## config.mk

```make
export PLATFORM = sky130hd
export DESIGN_NAME = tdm_rx_framer
export DESIGN_NICKNAME = d
export VERILOG_FILES = /design/src/rtl/tdm_rx_pkg.sv /design/src/rtl/tdm_frame_timer.sv /design/src/rtl/tdm_bit_shifter.sv /design/src/rtl/tdm_write_seq.sv /design/src/rtl/tdm_rx_framer.sv
export SDC_FILE = /design/constraint.sdc
export NUM_CORES = 1
export LEC_CHECK = 0
export ABC_AREA = 1
export BUFFER_PORTS_ARGS = -buffer_cell sky130_fd_sc_hd__buf_2
export CORE_ASPECT_RATIO = 1.5
export CORE_MARGIN = 4
export CORE_UTILIZATION = 37
export DETAILED_ROUTE_END_ITERATION = 10
export SLEW_MARGIN = 20
export SYNTH_ARGS = -nofsm -noshare
export SYNTH_HDL_FRONTEND = slang
export SYNTH_HIERARCHICAL = 1
export SYNTH_SLANG_ARGS = --single-unit
```

## constraint.sdc

```tcl
create_clock -name clk_i -period 1.2 [get_ports clk_i]
set_input_delay 0.06 -clock clk_i [delete_from_list [all_inputs] [get_ports clk_i]]
set_output_delay 0.06 -clock clk_i [all_outputs]
set_load 0.03 [all_outputs]
```

## src/rtl/tdm_rx_pkg.sv

```systemverilog
package tdm_rx_pkg;

    // Default frame geometry: streams, channels per frame, bits per channel.
    localparam int unsigned DEF_STREAMS  = 8;
    localparam int unsigned DEF_CHANNELS = 32;
    localparam int unsigned DEF_BITS     = 8;

    // Clock cycles per bit cell (timing clock at twice the bit rate).
    localparam int unsigned CYCLES_PER_CELL = 2;

    // Width of an index over n items, never below one bit.
    function automatic int unsigned idx_w(input int unsigned n);
        return (n <= 2) ? 1 : $clog2(n);
    endfunction

endpackage

```

## src/rtl/tdm_frame_timer.sv

```systemverilog
module tdm_frame_timer
    import tdm_rx_pkg::*;
#(
    parameter  int unsigned CHANNELS = DEF_CHANNELS,
    parameter  int unsigned BITS     = DEF_BITS,
    localparam int unsigned CH_W     = idx_w(CHANNELS),
    localparam int unsigned BIT_W    = idx_w(BITS),
    localparam int unsigned SLOT_W   = CH_W + BIT_W + 1
) (
    input  logic             clk_i,
    input  logic             rst_ni,
    input  logic             frame_n_i,
    output logic [CH_W-1:0]  chan_o,
    output logic [BIT_W-1:0] bitnum_o,
    output logic             sample_o,
    output logic             last_bit_o,
    output logic             frame_start_o,
    output logic             synced_o
);

    // slot layout: {channel, bit index (0 = MSB), half-cell}
    typedef struct packed {
        logic [SLOT_W-1:0] slot;
        logic              synced;
    } timer_t;

    timer_t q, d;

    always_comb begin
        d = q;
        if (!frame_n_i) begin
            d.slot   = '0;
            d.synced = 1'b1;
        end else begin
            d.slot = q.slot + 1'b1;
        end
    end

    always_ff @(posedge clk_i or negedge rst_ni) begin
        if (!rst_ni) begin
            q <= '0;
        end else begin
            q <= d;
        end
    end

    assign chan_o        = q.slot[SLOT_W-1:BIT_W+1];
    assign bitnum_o      = ~q.slot[BIT_W:1];
    assign sample_o      = q.slot[0];
    assign last_bit_o    = q.slot[0] & (&q.slot[BIT_W:1]);
    assign synced_o      = q.synced;
    assign frame_start_o = q.synced & (q.slot == '0);

    // a low frame pulse lands on the first half of channel 0, top bit
    a_r2_frame_resync : assert property (@(posedge clk_i) disable iff (!rst_ni)
        !frame_n_i |=> (chan_o == '0 && bitnum_o == BIT_W'(BITS-1) && !sample_o));

    // a cell lasts two cycles with the position held
    a_r1_cell_two_cycles : assert property (@(posedge clk_i) disable iff (!rst_ni)
        (frame_n_i && !sample_o) |=> ($stable(chan_o) && $stable(bitnum_o) && sample_o));

    // free-running wrap from the last channel back to channel 0
    a_r3_frame_wrap : assert property (@(posedge clk_i) disable iff (!rst_ni)
        (frame_n_i && last_bit_o && chan_o == CH_W'(CHANNELS-1))
        |=> (chan_o == '0 && bitnum_o == BIT_W'(BITS-1) && !sample_o));

    // the frame strobe appears only at the frame's first cycle
    a_r4_strobe_position : assert property (@(posedge clk_i) disable iff (!rst_ni)
        frame_start_o |-> (chan_o == '0 && bitnum_o == BIT_W'(BITS-1) && !sample_o));

endmodule

```

## src/rtl/tdm_bit_shifter.sv

```systemverilog
module tdm_bit_shifter
    import tdm_rx_pkg::*;
#(
    parameter int unsigned STREAMS = DEF_STREAMS,
    parameter int unsigned BITS    = DEF_BITS
) (
    input  logic                             clk_i,
    input  logic                             rst_ni,
    input  logic                             sample_i,
    input  logic [STREAMS-1:0]               ser_i,
    output logic [STREAMS-1:0][BITS-1:0]     bytes_o
);

    typedef struct packed {
        logic [STREAMS-1:0][BITS-1:0] sh;
    } shift_t;

    shift_t q, d;
    logic [STREAMS-1:0][BITS-1:0] shifted;

    for (genvar g = 0; g < STREAMS; g++) begin : g_lane
        assign shifted[g] = {q.sh[g][BITS-2:0], ser_i[g]};

        // the newest bit enters at the bottom, older bits move up
        a_r5_msb_first : assert property (@(posedge clk_i) disable iff (!rst_ni)
            sample_i |=> (bytes_o[g][BITS-1:1] == $past(bytes_o[g][BITS-2:0])));
    end

    always_comb begin
        d = q;
        for (int s = 0; s < STREAMS; s++) begin
            if (sample_i) begin
                d.sh[s] = shifted[s];
            end
        end
    end

    always_ff @(posedge clk_i or negedge rst_ni) begin
        if (!rst_ni) begin
            q <= '0;
        end else begin
            q <= d;
        end
    end

    // byte value including the bit present at this edge
    assign bytes_o = shifted;

endmodule

```

## src/rtl/tdm_write_seq.sv

```systemverilog
module tdm_write_seq
    import tdm_rx_pkg::*;
#(
    parameter  int unsigned STREAMS  = DEF_STREAMS,
    parameter  int unsigned CHANNELS = DEF_CHANNELS,
    parameter  int unsigned BITS     = DEF_BITS,
    localparam int unsigned ST_W     = idx_w(STREAMS),
    localparam int unsigned CH_W     = idx_w(CHANNELS),
    localparam int unsigned ADDR_W   = ST_W + CH_W
) (
    input  logic                         clk_i,
    input  logic                         rst_ni,
    input  logic                         capture_i,
    input  logic [CH_W-1:0]              chan_i,
    input  logic [STREAMS-1:0][BITS-1:0] bytes_i,
    output logic                         we_o,
    output logic [ADDR_W-1:0]            addr_o,
    output logic [BITS-1:0]              wdata_o
);

    localparam logic [ST_W-1:0] LAST_ST = ST_W'(STREAMS-1);

    typedef struct packed {
        logic                         busy;
        logic [ST_W-1:0]              idx;
        logic [CH_W-1:0]              chan;
        logic [STREAMS-1:0][BITS-1:0] hold;
    } seq_t;

    seq_t q, d;

    always_comb begin
        d = q;
        if (capture_i) begin
            d.busy = 1'b1;
            d.idx  = '0;
            d.chan = chan_i;
            d.hold = bytes_i;
        end else if (q.busy) begin
            if (q.idx == LAST_ST) begin
                d.busy = 1'b0;
            end else begin
                d.idx = q.idx + 1'b1;
            end
        end
    end

    always_ff @(posedge clk_i or negedge rst_ni) begin
        if (!rst_ni) begin
            q <= '0;
        end else begin
            q <= d;
        end
    end

    assign we_o    = q.busy;
    assign addr_o  = {q.idx, q.chan};
    assign wdata_o = q.hold[q.idx];

    // a burst opens at stream 0 on the captured channel
    a_r6_burst_start : assert property (@(posedge clk_i) disable iff (!rst_ni)
        capture_i |=> (we_o && addr_o[ADDR_W-1:CH_W] == '0
                       && addr_o[CH_W-1:0] == $past(chan_i)));

    // streams rise by one with the channel held
    a_r6_ascending : assert property (@(posedge clk_i) disable iff (!rst_ni)
        (we_o && addr_o[ADDR_W-1:CH_W] != LAST_ST && !capture_i)
        |=> (we_o && addr_o[ADDR_W-1:CH_W] == ST_W'($past(addr_o[ADDR_W-1:CH_W]) + 1'b1)
             && $stable(addr_o[CH_W-1:0])));

    // the burst closes after the last stream
    a_r6_burst_end : assert property (@(posedge clk_i) disable iff (!rst_ni)
        (we_o && addr_o[ADDR_W-1:CH_W] == LAST_ST && !capture_i) |=> !we_o);

endmodule

```

## src/rtl/tdm_rx_framer.sv

```systemverilog
module tdm_rx_framer
    import tdm_rx_pkg::*;
#(
    parameter  int unsigned STREAMS  = DEF_STREAMS,
    parameter  int unsigned CHANNELS = DEF_CHANNELS,
    parameter  int unsigned BITS     = DEF_BITS,
    localparam int unsigned ST_W     = idx_w(STREAMS),
    localparam int unsigned CH_W     = idx_w(CHANNELS),
    localparam int unsigned BIT_W    = idx_w(BITS),
    localparam int unsigned ADDR_W   = ST_W + CH_W
) (
    input  logic               clk_i,
    input  logic               rst_ni,
    input  logic               frame_n_i,
    input  logic [STREAMS-1:0] ser_i,
    output logic [CH_W-1:0]    chan_o,
    output logic [BIT_W-1:0]   bitnum_o,
    output logic               frame_start_o,
    output logic               dm_we_o,
    output logic [ADDR_W-1:0]  dm_addr_o,
    output logic [BITS-1:0]    dm_wdata_o
);

    logic                         sample;
    logic                         last_bit;
    logic                         synced;
    logic                         capture;
    logic [STREAMS-1:0][BITS-1:0] bytes;

    tdm_frame_timer #(
        .CHANNELS (CHANNELS),
        .BITS     (BITS)
    ) u_timer (
        .clk_i         (clk_i),
        .rst_ni        (rst_ni),
        .frame_n_i     (frame_n_i),
        .chan_o        (chan_o),
        .bitnum_o      (bitnum_o),
        .sample_o      (sample),
        .last_bit_o    (last_bit),
        .frame_start_o (frame_start_o),
        .synced_o      (synced)
    );

    tdm_bit_shifter #(
        .STREAMS (STREAMS),
        .BITS    (BITS)
    ) u_shifter (
        .clk_i    (clk_i),
        .rst_ni   (rst_ni),
        .sample_i (sample),
        .ser_i    (ser_i),
        .bytes_o  (bytes)
    );

    assign capture = last_bit & synced;

    tdm_write_seq #(
        .STREAMS  (STREAMS),
        .CHANNELS (CHANNELS),
        .BITS     (BITS)
    ) u_writer (
        .clk_i     (clk_i),
        .rst_ni    (rst_ni),
        .capture_i (capture),
        .chan_i    (chan_o),
        .bytes_i   (bytes),
        .we_o      (dm_we_o),
        .addr_o    (dm_addr_o),
        .wdata_o   (dm_wdata_o)
    );

    // nothing is written and no frame is marked before alignment
    a_r7_quiet_until_sync : assert property (@(posedge clk_i) disable iff (!rst_ni)
        !synced |-> (!dm_we_o && !frame_start_o));

endmodule

```

# After elaboration in Yosys (flattened, before gate mapping)
# Cells that the tools add are included.
# op_classes
reduce_logical,4
eq_ne,2
addsub,2
order_cmp,1
muxes,7
n_bitwise,4
# ops
op,n
$bmux 8 s3,1
$add 9x1->9 const B,1
$logic_not 9->1,1
$mux 9,1
$mux 4,2
$mux 8,1
$lt 3x4->1 const B,1
$add 3x1->3 const B,1
$and 1x1->1,3
$eq 3x3->1 const B,1
$mux 3,1
$not 3->3,1
$reduce_and 3->1,1
$ne 2x2->1 const B,1
$reduce_and 2->1,1
$reduce_bool 2->1,1
$mux 1,1
# word_totals
output_inout_bits,26
in_bits,11
reg_bits,139
elab_cells,41

# Depth between registers and ports, before layout
# depth
depth_word,5
depth_mapped,9

# Modules after synthesis
# The synthesis kept the hierarchy.
# modules_own_cells
module,seq_area_each_um2,cells_per_inst,n_inst,area_each_um2
tdm_write_seq,1826.8,465,1,3573.4
tdm_bit_shifter,1401.3,245,1,2210.9
tdm_frame_timer,250.2,70,1,543.0
tdm_rx_framer,0.0,2,1,7.5

# Worst setup path after synthesis
# OpenSTA, ideal clock, no wires.
# synth_timing
path_kind,register -> output
start,register u_timer/q[2] (netlist name)
end,output port frame_start_o
path_stages_with_launch,5
n_path_buf,0
setup_slack_ps,-391
arrival_ps,1531
path_cell_list,dfrtp_1 -> inv_1 -> ha_1 -> nand3b_1 -> nor3_1
# synth_via
elab_chain_len,2
# synth_rtl
item,line_no,source
start: declaration,tdm_frame_timer.sv:27,"timer_t q, d;"
start signal: assignment,tdm_frame_timer.sv:41,q <= '0;
start signal: assignment,tdm_frame_timer.sv:43,q <= d;
$logic_not 9->1,tdm_frame_timer.sv:52,assign frame_start_o = q.synced & (q.slot == '0);
$and 1x1->1,tdm_frame_timer.sv:52,
end: declaration,tdm_rx_framer.sv:18,"output logic frame_start_o,"
# Every way passes these cells.

# Final worst setup path
# layout_timing
start,"register u_writer.q, in the netlist u_writer/addr_o[5]"
end,output port dm_wdata_o[3]
# layout_via
elab_chain_len,2
# layout_rtl
item,line_no,source
start: declaration,tdm_write_seq.sv:30,"seq_t q, d;"
start signal: assignment,tdm_write_seq.sv:50,q <= '0;
start signal: assignment,tdm_write_seq.sv:52,q <= d;
$bmux 8 s3,tdm_write_seq.sv:58,assign wdata_o = q.hold[q.idx];
$mux 8 (implied by the code),tdm_write_seq.sv:58,
end: declaration,tdm_rx_framer.sv:21,output logic [BITS-1:0] dm_wdata_o
# Every way passes these cells. The select of a mux whose other input is x is not followed.

==> metrics.txt <==
chip height=~170 µm; Slew headroom=72.7%; most common cell in the netlist=nand2_1; DP Cell Count=1002; Num CTS Buffers=17; Initial Utilization=between 30 and 40%; Distinct cells, synth=23; largest net degree at the start of global routing=38; antenna violations before repair=0; RSZ-0062 raised after global routing=true; DRT antenna net count=0; share of flip-flops with an asynchronous set or reset=100%; Flop pwr share=45.1%; first-pass GRT wire length=between 30 and 40 mm; crit path setup slack, layout=-0.606 ns; Root Buffer=clkbuf_16; Fmax achieved=0.554 GHz; Detail Placement HPWL=9.50 mm; Tcrit/Tclk final=150%; WL per Instance=19.9 µm; DRC=0; Primary FF master, synth=dfrtp_1; FF-to-FF path depth=9; NetSw=0.00399 W; FP Rows=58; status=complete, but fails checks; number of synthesized flops with an enable pin=0; crit-path max FO=8; critical path class=reg2out; area post-placement=0.00669 mm²; fin cells=1123; area of the core=0.0168 mm²; min cycle time layout=roughly 1.8 ns; layout net count=roughly 900; cell taking the most area after synthesis=dfrtp_1; combinational group share of total power=14.2%; Pwr Density=1220 mW/mm²; final core occ=roughly 62%; register area=0.00349 mm²; P_leak=5.59 nW; sequential share of the synthesized area=between 50 and 60%; Die Span X=about 110 µm; IO Count=37; number of max-cap violations=0; fill cell count=approximately 1200; main area contributors after synthesis=dfrtp_1, nand2_1, o21ai_0; vias in the first global route=5832; share of layout cells above drive strength 1=52.9%; clock power share=40.8%; total chip power=0.0127 W; via count=5952; syn avg cell area=8.10 µm²; WP data arrival=1.75 ns; Peak VDD IR=0.760 mV; via/cell ratio=between 5 and 6; TritonRoute pass-1 iters=5; area of the multi-input gates=0.00344 mm²; Iter 0 DRT Violations=493; CTS clk-pin slew, worst paths=~0.07 ns; Mapped Cells=782; Net Sw Frac=31.4%; crit start category=register; Final Wtd Congestion=0.807; Sink Count=139; Syn-to-layout area delta=64.3%; total track usage=approximately a fifth; Final Hold Fails=0; Worst-Margin Slew=0.409 ns; top-area cell type share of the netlist area=~55%; Port Buffers=36; fin area=roughly 0.010 mm²; fin. max-slew vios=0; skew final=0.0150 ns; Yosys warning total=6; clock latency at the later pin of the worst-skew pair=0.43 ns; diode count=0; failing checks=negative setup slack; Post-synth top cells=nand2_1, dfrtp_1, inv_1; Cell Area, Synth=about 0.0063 mm²; critical path required time=1.14 ns; Yosys reg bits=139; CTS max path bufs=2; final setup fails=~150; crit end category=output port; P_int=0.00871 W; Synth Net Count=797; CTS tree=done; die area=approximately 0.019 mm²; min-delay worst type=in2async; # H-tree levels=4; Total Wirelength=22.3 mm; gr ovfl total=0
[layout make-up]
type / count / share of cell area [%]
Tap cell: 210 / 2.52
Clock inverter: 15 / 1.41
Timing Repair inverter: 2 / 0.228
Timing Repair Buffer: 156 / 21.7
Sequential cell: 139 / 33.5
Clock buffer: 17 / 4.09
Multi-Input combinational cell: 505 / 33.0
Inverter: 79 / 3.47
[logic make-up (layout without fill, tap and decap cells)]
family,Yosys count,after routing,synth area share (%)
flops,139,139,54.9
compound gates,76,76,6.10
simple gates,425,425,26.1
buf+inv,138,269,12.1
fa+ha+maj,4,4,0.790
[stage by stage]
stage / TNS, ns / setup WS (ns) / hold WS [ns]
global placement: -8.30 / -0.158 / 0.000271
detailed placement: -9.29 / -0.200 / 0.00205
floorplan: -15.59 / -0.220 / -0.236
CTS: -33.36 / -0.542 / 0.121
finish: -34.32 / -0.606 / 0.117
global route: -40.17 / -0.662 / 0.131
[per-layer routing]
layer | track usage [%] | vias up | share of wire [%]
li1 | - | 2621 | -
met1 | 24.9 | 2918 | 36
met5 | 0 | - | 0
met3 | 4.49 | 100 | 6.2
met4 | 10.6 | 0 | 6.2
met2 | 35.5 | 313 | 51
[registers in the layout, summed over array words and instances (netlist names)]
register / flops
u_timer/chan_o: 5
u_writer/addr_o: 8
u_writer/q: 64
u_timer/sample_o: 1
u_writer/we_o: 1
u_shifter/bytes_o: 56
u_timer/synced_o: 1
u_timer/q: 3
[placed cells by master (no fill, tap or decap), drive strengths merged]
cell type / netlist / routed
clkinv: 1 / 7
nand2: 369 / 369
inv: 78 / 84
clkbuf: 6 / 24
nor3: 2 / 2
clkinvlp: 0 / 5
buf: 53 / 139
nand3b: 1 / 1
dfrtp: 139 / 139
a21oi: 4 / 4
nor2: 16 / 16
o21bai: 1 / 1
o21ai: 71 / 71
dlygate4sd3: 0 / 10
nand3: 35 / 35
or2: 2 / 2
ha: 4 / 4
[power by group through the flow]
stage / clock [W] / combinational (W) / sequential (W)
after global routing: 0.00545 / 0.00193 / 0.00576
after global placement: 0 / 0.000873 / 0.00542
after detailed placement: 0 / 0.000885 / 0.00543
final: 0.00517 / 0.00180 / 0.00572
after floorplan: 0 / 0.000612 / 0.00537
after CTS: 0.00518 / 0.00143 / 0.00541
[repair_timing]
action | 4_1_cts | 5_1_grt
setup endpoints to repair | 147 | 157
hold buffers | 10 | 0
hold endpoints to repair | 164 | 0
resized for setup | 225 | 347
pin swaps | 46 | 78
setup buffers | 44 | 21
gates cloned | 31 | 6
[worst max-delay path, stage by stage (launching register included)]
cell	delay, ns
dfrtp_2	0.49
inv_8	0.14
buf_12	0.14
nand2_2	0.07
nand3_1	0.10
nand2_1	0.06
nand2_1	0.09
nand2_2	0.08
buf_6	0.14
[final timing paths]
check / from / to / slack [ns]
setup / recovery: u_writer/addr_o[5] / dm_wdata_o[3] / -0.61
setup reg to reg: u_timer/sample_o / u_writer/q[13] / -0.40
hold reg to reg: u_writer/addr_o[4] / u_writer/addr_o[4] / 0.48
hold / removal: rst_ni / u_shifter/bytes_o[28] / 0.12
min in group clk_i: ser_i[2] / u_shifter/bytes_o[17] / 0.39
max in group asynchronous: rst_ni / u_writer/addr_o[6] / 0.51
No activity file was read; power rests on OpenSTA's default activity.
